**src/rtl/circ_pkg.sv**
```systemverilog
package circ_pkg;

    typedef enum logic [1:0] {
        GS_IDLE,
        GS_RUN,
        GS_SPLIT
    } gen_state_e;

    typedef struct packed {
        logic v0;
        logic v1;
        logic swap;
        logic stall;
    } lane_ctl_t;

    // a + inc reduced once modulo n (valid while a + inc < 2n)
    function automatic int unsigned wrap_inc(int unsigned a, int unsigned inc, int unsigned n);
        int unsigned t;
        t = a + inc;
        return (t >= n) ? t - n : t;
    endfunction

endpackage

```
**src/rtl/circ_addr_gen.sv**
```systemverilog
module circ_addr_gen
    import circ_pkg::*;
#(
    parameter int N  = 7,
    parameter int IW = $clog2(N)
) (
    input  logic            clk,
    input  logic            rst,
    input  logic            start,
    input  logic            col_mode,
    input  logic [IW-1:0]   shift,
    output logic            busy,
    output logic [IW-1:0]   idx0,
    output logic [IW-1:0]   idx1,
    output lane_ctl_t       ctl
);
    localparam int CW = $clog2(N + 1);
    localparam logic [IW-1:0] LAST = IW'(N - 1);
    localparam logic [CW-1:0] FULL = CW'(N);

    gen_state_e      st;
    logic [IW-1:0]   cur;
    logic [CW-1:0]   rem;
    logic            single;
    logic            at_last;

    assign single  = (rem == CW'(1));
    assign at_last = (cur == LAST);
    assign busy    = (st != GS_IDLE);

    always_comb begin
        idx0 = cur;
        idx1 = IW'(wrap_inc(32'(cur), 1, N));
        ctl  = '0;
        unique case (st)
            GS_RUN: begin
                ctl.v0   = 1'b1;
                ctl.swap = cur[0];
                if (single) begin
                    ctl.v1 = 1'b0;
                end else if (at_last) begin
                    ctl.stall = 1'b1;
                end else begin
                    ctl.v1 = 1'b1;
                end
            end
            GS_SPLIT: begin
                idx0     = LAST;
                idx1     = '0;
                ctl.v1   = 1'b1;
                ctl.swap = 1'b1;
            end
            default: ctl = '0;
        endcase
    end

    always_ff @(posedge clk) begin
        if (rst) begin
            st  <= GS_IDLE;
            cur <= '0;
            rem <= '0;
        end else begin
            unique case (st)
                GS_IDLE: begin
                    if (start) begin
                        st  <= GS_RUN;
                        cur <= col_mode ? IW'(wrap_inc(32'(shift), 0, N)) : '0;
                        rem <= FULL;
                    end
                end
                GS_RUN: begin
                    if (single) begin
                        st <= GS_IDLE;
                    end else if (at_last) begin
                        st  <= GS_SPLIT;
                        rem <= rem - CW'(1);
                    end else begin
                        cur <= IW'(wrap_inc(32'(cur), 2, N));
                        rem <= rem - CW'(2);
                        if (rem == CW'(2)) st <= GS_IDLE;
                    end
                end
                GS_SPLIT: begin
                    cur <= IW'(1);
                    rem <= rem - CW'(1);
                    st  <= single ? GS_IDLE : GS_RUN;
                end
                default: st <= GS_IDLE;
            endcase
        end
    end

endmodule

```
**src/rtl/circ_subbank.sv**
```systemverilog
module circ_subbank #(
    parameter int AW = 2,
    parameter int W  = 6
) (
    input  logic          clk,
    input  logic          we,
    input  logic [AW-1:0] waddr,
    input  logic [W-1:0]  wdata,
    input  logic          re,
    input  logic [AW-1:0] raddr,
    output logic [W-1:0]  rdata
);
    localparam int DEPTH = 1 << AW;

    logic [W-1:0] mem [DEPTH];

    // read returns the pre-write contents on a same-address collision
    always_ff @(posedge clk) begin
        if (we) mem[waddr] <= wdata;
        if (re) rdata <= mem[raddr];
    end

endmodule

```
**src/rtl/circ_pair_mem.sv**
```systemverilog
module circ_pair_mem
    import circ_pkg::*;
#(
    parameter int N  = 7,
    parameter int W  = 6,
    parameter int IW = $clog2(N)
) (
    input  logic            clk,
    input  logic            rst,
    input  logic            start,
    input  logic            col_mode,
    input  logic [IW-1:0]   shift,
    output logic            busy,
    output logic            stall,
    output logic            acc_v0,
    output logic [IW-1:0]   acc_idx0,
    output logic            acc_v1,
    output logic [IW-1:0]   acc_idx1,
    input  logic            wr_en0,
    input  logic [IW-1:0]   wr_idx0,
    input  logic [W-1:0]    wr_data0,
    input  logic            wr_en1,
    input  logic [IW-1:0]   wr_idx1,
    input  logic [W-1:0]    wr_data1,
    output logic            rd_v0,
    output logic [W-1:0]    rd_data0,
    output logic            rd_v1,
    output logic [W-1:0]    rd_data1
);
    localparam int AW = IW - 1;

    lane_ctl_t       ctl;
    logic            rv0_q, rv1_q, swap_q;

    logic            bank_re [2];
    logic            bank_we [2];
    logic [AW-1:0]   bank_ra [2];
    logic [AW-1:0]   bank_wa [2];
    logic [W-1:0]    bank_wd [2];
    logic [W-1:0]    bank_rd [2];

    circ_addr_gen #(.N(N), .IW(IW)) u_gen (
        .clk      (clk),
        .rst      (rst),
        .start    (start),
        .col_mode (col_mode),
        .shift    (shift),
        .busy     (busy),
        .idx0     (acc_idx0),
        .idx1     (acc_idx1),
        .ctl      (ctl)
    );

    assign acc_v0 = ctl.v0;
    assign acc_v1 = ctl.v1;
    assign stall  = ctl.stall;

    // read swap: bank 0 holds even entries, bank 1 odd entries
    always_comb begin
        bank_re[0] = ctl.swap ? ctl.v1 : ctl.v0;
        bank_re[1] = ctl.swap ? ctl.v0 : ctl.v1;
        bank_ra[0] = ctl.swap ? acc_idx1[IW-1:1] : acc_idx0[IW-1:1];
        bank_ra[1] = ctl.swap ? acc_idx0[IW-1:1] : acc_idx1[IW-1:1];
    end

    // write steering by index parity, lane 0 first
    always_comb begin
        for (int p = 0; p < 2; p++) begin
            bank_we[p] = 1'b0;
            bank_wa[p] = wr_idx0[IW-1:1];
            bank_wd[p] = wr_data0;
            if (wr_en0 && (wr_idx0[0] == 1'(p))) begin
                bank_we[p] = 1'b1;
            end else if (wr_en1 && (wr_idx1[0] == 1'(p))) begin
                bank_we[p] = 1'b1;
                bank_wa[p] = wr_idx1[IW-1:1];
                bank_wd[p] = wr_data1;
            end
        end
    end

    for (genvar p = 0; p < 2; p++) begin : g_bank
        circ_subbank #(.AW(AW), .W(W)) u_bank (
            .clk   (clk),
            .we    (bank_we[p]),
            .waddr (bank_wa[p]),
            .wdata (bank_wd[p]),
            .re    (bank_re[p]),
            .raddr (bank_ra[p]),
            .rdata (bank_rd[p])
        );
    end

    always_ff @(posedge clk) begin
        if (rst) begin
            rv0_q  <= 1'b0;
            rv1_q  <= 1'b0;
            swap_q <= 1'b0;
        end else begin
            rv0_q  <= ctl.v0;
            rv1_q  <= ctl.v1;
            swap_q <= ctl.swap;
        end
    end

    assign rd_v0    = rv0_q;
    assign rd_v1    = rv1_q;
    assign rd_data0 = swap_q ? bank_rd[1] : bank_rd[0];
    assign rd_data1 = swap_q ? bank_rd[0] : bank_rd[1];

endmodule

```
**config.mk**
```make
export PLATFORM = sky130hd
export DESIGN_NAME = circ_pair_mem
export DESIGN_NICKNAME = d
export VERILOG_FILES = /design/src/rtl/circ_pkg.sv /design/src/rtl/circ_addr_gen.sv /design/src/rtl/circ_subbank.sv /design/src/rtl/circ_pair_mem.sv
export SDC_FILE = /design/constraint.sdc
export NUM_CORES = 1
export LEC_CHECK = 0
export BUFFER_PORTS_ARGS = -buffer_cell sky130_fd_sc_hd__buf_2
export CORE_ASPECT_RATIO = 1.4
export CORE_MARGIN = 4
export CORE_UTILIZATION = 25
export CTS_BUF_LIST = sky130_fd_sc_hd__clkbuf_2 sky130_fd_sc_hd__clkbuf_4 sky130_fd_sc_hd__clkbuf_8
export DETAILED_ROUTE_END_ITERATION = 8
export PLACE_DENSITY = 0.52
export SLEW_MARGIN = 10
export SYNTH_ARGS = -nofsm -noshare
export SYNTH_HDL_FRONTEND = slang
export SYNTH_HIERARCHICAL = 1
export SYNTH_SLANG_ARGS = --single-unit
```
**constraint.sdc**
```tcl
create_clock -name clk -period 2.6 [get_ports clk]
set_clock_uncertainty 0.1 [all_clocks]
set_input_delay 0 -clock clk [delete_from_list [all_inputs] [get_ports clk]]
set_output_delay 0 -clock clk [all_outputs]
set_load 0.05 [all_outputs]
```
==> results.sh, run 1 <==
export IMPL_power_w=0.00328
export IMPL_final_hold_viol_count=0
export IMPL_critPathKind="reg2reg"
export IMPL_yosys_area_top_type="edfxtp_1"
export IMPL_power_leakage_nw=1.68
export IMPL_cts_sinks=71
export IMPL_cts_max_path_buffers=2
export IMPL_cts_buffers=9
export IMPL_via_per_inst=4.45
export IMPL_route_met2_wl_um=4330
export IMPL_cts_tree="done"
export IMPL_clk_pin_slew_ns=0.09
export IMPL_die_x_um=110
export IMPL_vias=2267
export IMPL_synth_nets=284
export IMPL_port_buffers=50
export IMPL_synth_edff_count=60
export IMPL_root_buffer="clkbuf_8"
export IMPL_wl_per_cell_um=15.3
export IMPL_netlist_instances=242
export IMPL_ys_seq_elements=71
export IMPL_slew_violations=0
export IMPL_synth_async_reset_ratio_pct=0
export IMPL_seqCellArea_um2=2020
export IMPL_drt_wl_total_um=7810
export IMPL_die_y_um=150
export IMPL_drt_initial_drc_count=98
export IMPL_synth_compound_area_share_pct=7.50
export IMPL_finalSetupTns_ns=0
export IMPL_path_max_fanout=8
export IMPL_path_buf_inv=0
export IMPL_route_met3_wl_um=307
export IMPL_setup_violations=0
export IMPL_clkLatencyLatePin_ns=0.34
export IMPL_area_delta_synth_final_pct=24.9
export IMPL_outcome="complete, no violations"
export IMPL_start_util_pct=25.8
export IMPL_power_density_nw_per_um2=725
export IMPL_worstPathArrival_ns=2.47
export IMPL_core_area_um2=14000
export IMPL_synth_simple_area_share_pct=8.91
export IMPL_hp_class="in2reg"
export IMPL_layout_min_cycle_time_ns=2.50
export IMPL_critical_path_cell_chain="ha_1 > xnor2_2 > nor3b_2 > xor2_1 > nor2_4 > mux2_4 > mux4_2"
export IMPL_max_stage_delay_ns=0.44
export IMPL_worstPathRequired_ns=2.57
export IMPL_top_layer="met4"
export IMPL_path_delay_family="multiplexers"
export IMPL_yosys_area_share_xor_xnor_pct=0.726
export IMPL_ios=51
export IMPL_htreeDepth=3
export IMPL_seq_area_frac_synth_pct=55.8
export IMPL_grt_pass1_wl_um=12400
export IMPL_start_kind="register"
export IMPL_grt_ovfl_total=0
export IMPL_dp_hpwl_um=6030
export IMPL_nets=362
export IMPL_grt_setup_unrepaired="false"
export IMPL_synth_top_family_by_area="multiplexers"
export IMPL_multi_input_area_um2=1520
export IMPL_ant_nets=0
export IMPL_synthMuxAreaShare_pct=18.6
export IMPL_detail_route_wirelength_met1_um=3100
export IMPL_period_share_pct=96.1
export IMPL_yosysUniqueCellTypes=49
export IMPL_netlist_area_um2=3620
export IMPL_worst_slew_pin_slew_ns=0.612
export IMPL_grt_pass1_vias=2333
export IMPL_firstDrtPassIters=4
export IMPL_syn_area_per_cell_um2=15.0
export IMPL_end_kind="register"
export IMPL_grt_usage_pct=9.99
export IMPL_insertedDiodeCount=0
export IMPL_drive_above_1_share_pct=44.3
export IMPL_yosys_area_share_adder_pct=5.39
export IMPL_fmax_ghz=0.400
export IMPL_antenna_found_initial=0
export IMPL_synth_area_leaders="edfxtp_1 50%, mux2_2 11%, mux4_2 7.5%, dfxtp_1 6.1%, ha_1 4.8%"
export IMPL_fillCellCount=1414
export IMPL_std_cell_rows=51
export IMPL_ir_drop_mv=0.325
export IMPL_drc=0
export IMPL_synth_top_flop_cell="edfxtp_1"
export IMPL_die_area_um2=16500
export IMPL_dpl_worst_slack_ns=0.0738
export IMPL_ys_warn_count=6
export IMPL_grt_max_degree=15
export IMPL_drv_cap=0
export IMPL_worst_slack_ns=0.101
export IMPL_slowest_stage="mux4_2"
export IMPL_relSlewSlack_pct=59.1
export IMPL_synth_top_area_share_pct=49.8
export IMPL_gp_congestion=0.753
registers in the layout, indices dropped and copies added, names as in the netlist:
signal,flops
g_bank.u_bank/mem,48
g_bank.u_bank/rdata,12
rd_v0,1
rd_v1,1
swap_q,1
u_gen/cur,3
u_gen/rem,3
u_gen/st,2
synth_stat cells, types with 2 or more instances:
cell       n
dfxtp_1   11
mux4_2    12
nand2b_1   4
edfxtp_1  60
nand3_1    2
and3b_1    4
o21bai_1   2
nor3b_1    3
nor2b_1    5
a21oi_2    2
ha_1      14
nand2_1    7
clkbuf_1   2
and3_1     2
inv_1     10
nor3_1     3
mux2_2    35
a31oi_1    3
a21bo_2    2
or2_2      2
a311oi_2   2
nor2_1     9
o21ai_0    7
buf_6      4
xor2_1     2
a21oi_1    8
buf_2      3
metal layers:
metal | vias up | global-route usage [%]
met4 | 0 | 3.18
met3 | 2 | 2.40
met5 | - | 0
met1 | 1125 | 11.0
li1 | 1090 | -
met2 | 50 | 18.5
path summary, 6_finish.rpt:
check	startpoint	to	slack [ns]	depth (start not counted)
min	shift[2]	u_gen/cur[2]	0.04	3
min reg2reg	u_gen/st[0]	u_gen/st[0]	0.43	2
max	u_gen/cur[1]	g_bank[1].u_bank/rdata[0]	0.10	7
max reg2reg	u_gen/cur[1]	g_bank[1].u_bank/rdata[0]	0.10	7
stage by stage:
| stage | cell area, um2 | utilization [%] | hold slack [ns] | cells |
|---|---|---|---|---|
| 6_report | 4520 | 32.2 | 0.0397 | 510 |
| 5_1_grt | 4520 | 32.2 | 0.0754 | 510 |
| 4_1_cts | 4510 | 32.1 | 0.0308 | 510 |
| 3_5_place_dp | 4110 | 29.3 | 0.267 | 475 |
| 3_3_place_gp | 4110 | 29.3 | 0.254 | 475 |
| 2_1_floorplan | 3640 | - | -0.0284 | 242 |
layout by cell type, fill, tap and decap left out, types with 8 or more instances in the layout:
master         Yosys  routed
clkbuf_8           0       9
mux2_2            35      33
buf_4              0       8
inv_1             10      10
dlygate4sd3_1      0      19
mux4_2            12      12
dfxtp_1           11       9
edfxtp_1          60      60
ha_1              14      13
nor2_1             9       8
buf_2              3      50
repair_timing:
item / 4_1_cts / 5_1_grt
setup buffers: 0 / 0
endpoints found under the hold margin: 58 / 0
resized for setup: 0 / 3
hold buffers: 19 / 0
setup endpoints to repair: 0 / 12
worst reg2reg max path, stage by stage (launching register included):
cell     delay (ns)
dfxtp_2        0.39
ha_1           0.24
xnor2_2        0.17
nor3b_2        0.22
xor2_1         0.25
nor2_4         0.07
mux2_4         0.34
mux4_2         0.45
final cells by class:
| class | count | share of cell area (%) |
|---|---|---|
| inverters | 10 | 0.830 |
| clock inverters | 7 | 1.77 |
| flip-flops and latches | 71 | 44.8 |
| clock buffers | 9 | 2.74 |
| repair buffers | 77 | 11.1 |
| multi-input cells | 151 | 33.7 |
| well taps | 185 | 5.12 |
power by group:
group,switching [W],leakage (nW),total (W),internal (W)
logic,0.000568,0.934,0.000950,0.000382
clock network,0.000442,0.102,0.000896,0.000454
registers,0.0000635,0.641,0.00143,0.00137
cell families (layout without fill, tap and decap cells):
group                    after synthesis  count (layout)
AO/OA/AOI/OAI                         35              35
XOR/XNOR                               3               3
adder cells (fa/ha/maj)               15              15
buffers and inverters                 20             103
flip-flops                            71              71
multiplexers                          48              48
AND/OR/NAND/NOR                       50              50
No activity file was read; power rests on OpenSTA's default activity.
==> run 2, diff against run 1 <==
Settings changed: GPL_TIMING_DRIVEN set to 0.
==> results.sh, run 2 (same netlist as run 1, synthesis figures left out) <==
export IMPL_fmax_ghz=0.402
export IMPL_power_density_nw_per_um2=709
export IMPL_end_kind="register"
export IMPL_worst_slack_ns=0.112
export IMPL_drt_wl_total_um=7540
export IMPL_final_hold_viol_count=0
export IMPL_die_area_um2=16500
export IMPL_max_stage_delay_ns=0.52
export IMPL_drive_above_1_share_pct=47.4
export IMPL_vias=2225
export IMPL_multi_input_area_um2=1580
export IMPL_grtUsageMet1_pct=11.3
export IMPL_met3_usage_pct=2.19
export IMPL_antenna_found_initial=0
export IMPL_grt_setup_unrepaired="false"
export IMPL_rrSetupSlack_ns=0.11
export IMPL_worst_slew_pin_slew_ns=1.06
export IMPL_outcome="complete, no violations"
export IMPL_r2r_start="u_gen/cur[1]"
export IMPL_ios=51
export IMPL_period_share_pct=95.7
export IMPL_slew_violations=0
export IMPL_core_area_um2=14000
export IMPL_firstDrtPassIters=4
export IMPL_cts_max_path_buffers=2
export IMPL_cts_sinks=71
export IMPL_grt_busiest_layer="met2"
export IMPL_drt_initial_drc_count=92
export IMPL_relSlewSlack_pct=29.0
export IMPL_drc=0
export IMPL_grt_ovfl_total=0
export IMPL_clkLatencyLatePin_ns=0.35
export IMPL_dpl_worst_slack_ns=-0.171
export IMPL_die_y_um=150
export IMPL_grt_pass1_vias=2387
export IMPL_port_buffers=50
export IMPL_hp_class="in2reg"
export IMPL_grt_max_degree=16
export IMPL_r2r_end="g_bank[1].u_bank/rdata[0]"
export IMPL_critPathKind="reg2reg"
export IMPL_cpMostUsedCell="buf_4"
export IMPL_hp_start="col_mode"
export IMPL_area_delta_synth_final_pct=27.7
export IMPL_worstHoldEndpoint="u_gen/cur[2]"
export IMPL_ir_drop_mv=0.302
export IMPL_power_leakage_nw=1.70
export IMPL_drv_cap=0
export IMPL_whs_path_depth=4
export IMPL_final_util_pct=32.9
export IMPL_dp_hpwl_um=5650
export IMPL_seqCellArea_um2=2030
export IMPL_wl_per_cell_um=14.6
export IMPL_grt_use_met2_pct=17.5
export IMPL_slowest_stage="mux4_2"
export IMPL_cts_buffers=9
export IMPL_die_x_um=110
export IMPL_layout_common_cells="60 x edfxtp_1, 51 x buf_2, 35 x mux2_2, 19 x dlygate4sd3_1, 12 x mux4_2"
export IMPL_htreeDepth=3
export IMPL_cts_tree="done"
export IMPL_start_kind="register"
export IMPL_clk_pin_slew_ns=0.08
export IMPL_critical_path_cell_chain="buf_4 > buf_4 > ha_1 > xor2_2 > nor2_4 > mux2_2 > buf_6 > mux4_2"
export IMPL_rr_worst_depth=8
export IMPL_nets=368
export IMPL_start_util_pct=25.8
export IMPL_std_cell_rows=51
export IMPL_grt_pass1_wl_um=12300
export IMPL_power_w=0.00328
export IMPL_worstPathArrival_ns=2.47
export IMPL_setup_violations=0
export IMPL_whs_ns=0.0510
export IMPL_grt_usage_pct=9.85
export IMPL_worstPathRequired_ns=2.58
export IMPL_top_register="g_bank.u_bank/mem"
export IMPL_largest_reg_flops=48
export IMPL_path_delay_family="multiplexers"
export IMPL_insertedDiodeCount=0
export IMPL_via_per_inst=4.31
export IMPL_gp_congestion=0.791
export IMPL_path_buf_inv=3
export IMPL_ant_nets=0
export IMPL_fillCellCount=1404
export IMPL_layout_min_cycle_time_ns=2.49
export IMPL_layout_commonest_cell="edfxtp_1"
export IMPL_root_buffer="clkbuf_8"
export IMPL_path_max_fanout=6
export IMPL_reg_top3="g_bank.u_bank/mem x48, g_bank.u_bank/rdata x12"
## run 2: per-layer routing
metal	share of wire, %	up-vias
met1	41	1063
met2	53	47
met5	0	-
met4	1.6	0
met3	3.6	10
li1	-	1105
## run 2: timing repair
| item | 4_1_cts | 5_1_grt |
|---|---|---|
| endpoints found under the setup margin | 12 | 12 |
| setup buffers | 5 | 1 |
| resized for setup | 6 | 12 |
| endpoints found under the hold margin | 51 | 0 |
| hold buffers | 19 | 0 |
| pin swaps | 2 | 3 |
## run 2: report_power, final
group | internal [W] | leakage [nW] | switching, W
logic | 0.000429 | 0.966 | 0.000597
registers | 0.00137 | 0.643 | 0.0000531
clock network | 0.000367 | 0.0903 | 0.000461
## run 2: worst max-delay path by stage
stage | startpoint | to | slack, ns | depth (start not counted)
after floorplan | u_gen/cur[0] | g_bank[0].u_bank/rdata[0] | 0.004 | 8
after CTS | u_gen/cur[2] | g_bank[0].u_bank/rdata[0] | 0.002 | 8
final | u_gen/cur[1] | g_bank[1].u_bank/rdata[0] | 0.11 | 8
after global placement | u_gen/st[0] | g_bank[0].u_bank/rdata[0] | -0.17 | 8
after global routing | u_gen/st[0] | g_bank[0].u_bank/rdata[0] | 0.03 | 7
after detailed placement | u_gen/st[0] | g_bank[0].u_bank/rdata[0] | -0.17 | 8
## run 2: metrics by stage
| step | cells | setup TNS (ns) | area (um2) |
|---|---|---|---|
| after floorplan | 242 | 0 | 3640 |
| after global placement | 477 | -1.69 | 4120 |
| after detailed placement | 477 | -1.66 | 4120 |
| after CTS | 515 | 0 | 4550 |
| after global routing | 516 | 0 | 4620 |
| final | 516 | 0 | 4620 |
## run 2: worst register-to-register path: cells and delay by family (launching register included)
| family | cells | cell delay, ns |
|---|---|---|
| muxes | 2 | 0.70 |
| xor gates and xnor gates | 1 | 0.21 |
| adders and majority gates | 1 | 0.32 |
| DFF | 1 | 0.35 |
| and+or+nand+nor | 1 | 0.13 |
| buffers and inverters | 3 | 0.42 |
## run 2: final cells by class
cell class / instances / area share (%)
Buffer: 8 / 1.49
Sequential cell: 71 / 44.0
Clock buffer: 9 / 2.68
Inverter: 10 / 0.812
Clock inverter: 7 / 1.38
Timing Repair Buffer: 75 / 10.5
Multi-Input combinational cell: 151 / 34.2
Tap cell: 185 / 5.01
==> run 3, diff against run 2 <==
Settings changed: CORE_ASPECT_RATIO 1.4 to 0.5.
==> results.sh, run 3 (same netlist as run 1, synthesis figures left out) <==
export IMPL_std_cell_rows=30
export IMPL_finalSetupTns_ns=0
export IMPL_die_x_um=178
export IMPL_die_area_um2=16600
export IMPL_grt_pass1_wl_um=12300
export IMPL_path_max_fanout=6
export IMPL_nets=365
export IMPL_clk_pin_slew_ns=0.08
export IMPL_critPathKind="reg2reg"
export IMPL_r2r_end="g_bank[0].u_bank/rdata[3]"
export IMPL_ios=51
export IMPL_multi_input_area_um2=1590
export IMPL_drt_wl_total_um=7650
export IMPL_top_register="g_bank.u_bank/mem"
export IMPL_worstHoldEndpoint="u_gen/cur[2]"
export IMPL_wl_per_cell_um=14.7
export IMPL_core_area_um2=13900
export IMPL_reg_top3="g_bank.u_bank/mem x48, g_bank.u_bank/rdata x12"
export IMPL_layout_commonest_cell="edfxtp_1"
export IMPL_worst_slew_pin_slew_ns=1.06
export IMPL_power_density_nw_per_um2=732
export IMPL_layout_min_cycle_time_ns=2.49
export IMPL_hp_start="col_mode"
export IMPL_drc=0
export IMPL_grt_ovfl_total=0
export IMPL_max_stage_delay_ns=0.45
export IMPL_worstPathRequired_ns=2.58
export IMPL_grt_max_degree=14
export IMPL_htreeDepth=3
export IMPL_end_kind="register"
export IMPL_rr_worst_depth=8
export IMPL_whs_path_depth=4
export IMPL_die_y_um=93.1
export IMPL_drv_cap=0
export IMPL_detail_route_wirelength_met1_um=3430
export IMPL_route_met2_wl_um=3850
export IMPL_power_leakage_nw=1.70
export IMPL_setup_violations=0
export IMPL_slew_violations=0
export IMPL_start_util_pct=26.1
export IMPL_drt_initial_drc_count=107
export IMPL_largest_reg_flops=48
export IMPL_clkLatencyLatePin_ns=0.35
export IMPL_hp_class="in2reg"
export IMPL_r2r_start="u_gen/cur[0]"
export IMPL_outcome="complete, no violations"
export IMPL_power_w=0.00341
export IMPL_ant_nets=0
export IMPL_drive_above_1_share_pct=46.6
export IMPL_via_per_inst=4.36
export IMPL_port_buffers=50
export IMPL_insertedDiodeCount=0
export IMPL_root_buffer="clkbuf_8"
export IMPL_period_share_pct=95.7
export IMPL_fillCellCount=1334
export IMPL_critical_path_cell_chain="inv_1 > ha_1 > nor3b_4 > xor2_2 > nor2_4 > mux2_2 > buf_6 > mux4_2"
export IMPL_grt_pass1_vias=2356
export IMPL_area_delta_synth_final_pct=28.5
export IMPL_cts_max_path_buffers=2
export IMPL_rrSetupSlack_ns=0.11
export IMPL_cts_sinks=71
export IMPL_relSlewSlack_pct=29.4
export IMPL_vias=2267
export IMPL_start_kind="register"
export IMPL_cts_buffers=9
export IMPL_layout_common_cells="60 x edfxtp_1, 51 x buf_2, 35 x mux2_2, 19 x dlygate4sd3_1, 12 x mux4_2"
export IMPL_antenna_found_initial=0
export IMPL_grt_usage_pct=9.71
export IMPL_dp_hpwl_um=5890
export IMPL_final_hold_viol_count=0
export IMPL_ir_drop_mv=0.320
export IMPL_seqCellArea_um2=2040
export IMPL_grt_setup_unrepaired="false"
export IMPL_fmax_ghz=0.402
export IMPL_gp_congestion=0.707
export IMPL_slowest_stage="mux4_2"
export IMPL_worstPathArrival_ns=2.47
export IMPL_route_met3_wl_um=284
export IMPL_firstDrtPassIters=4
export IMPL_top_layer="met4"
export IMPL_cts_tree="done"
-- run 3: what timing repair did --
| action | in CTS | in global routing |
|---|---|---|
| setup endpoints to repair | 12 | 12 |
| buffers inserted | 3 | 0 |
| gates resized for setup | 9 | 11 |
| pin swaps | 2 | 2 |
| endpoints found under the hold margin | 51 | 0 |
| hold buffers | 19 | 0 |
-- run 3: worst max-delay path by stage --
stage | startpoint | end | slack [ns]
floorplan | u_gen/cur[0] | g_bank[0].u_bank/rdata[0] | 0.004
global placement | u_gen/st[0] | g_bank[0].u_bank/rdata[3] | -0.17
detailed placement | u_gen/st[0] | g_bank[0].u_bank/rdata[3] | -0.21
CTS | u_gen/cur[0] | g_bank[0].u_bank/rdata[3] | 0.004
global route | u_gen/cur[0] | g_bank[0].u_bank/rdata[3] | 0.004
finish | u_gen/cur[0] | g_bank[0].u_bank/rdata[3] | 0.11
-- run 3: layout make-up --
class                           instances  share of cell area (%)
Sequential cell                        71                    43.7
Multi-Input combinational cell        151                    34.1
Tap cell                              192                    5.16
Clock buffer                            9                    2.66
Timing Repair Buffer                   72                    9.95
Inverter                               10                   0.807
Buffer                                  8                    1.48
Clock inverter                          7                    2.04
-- run 3: power breakdown --
group          switching (W)  internal [W]
Clock               0.000417      0.000541
Sequential         0.0000582       0.00137
Combinational       0.000596      0.000425
-- run 3: metal layers --
metal	GRT usage [%]	vias to the layer above
met5	0	-
met4	3.19	0
met3	2.71	8
met2	16.6	40
met1	11.9	1126
li1	-	1093
-- run 3: metrics by stage --
stage	cell area (um2)	worst slack [ns]	hold slack, ns	utilization (%)	instances
6_report	4650	0.111	0.0360	33.6	520
5_1_grt	4650	0.00369	0.0552	33.6	520
4_1_cts	4600	0.00428	0.0205	33.2	520
3_5_place_dp	4130	-0.213	0.121	29.8	484
3_3_place_gp	4130	-0.166	0.120	29.8	484
2_1_floorplan	3640	0.00352	-0.0284	-	242
-- run 3: worst max-delay path: cells and delay by family, from the launching register on --
kind,cells,cell delay (ns)
mux,2,0.72
flops,1,0.38
simple gates,2,0.33
buf+inv,2,0.25
fa+ha+maj,1,0.22
xor+xnor,1,0.21
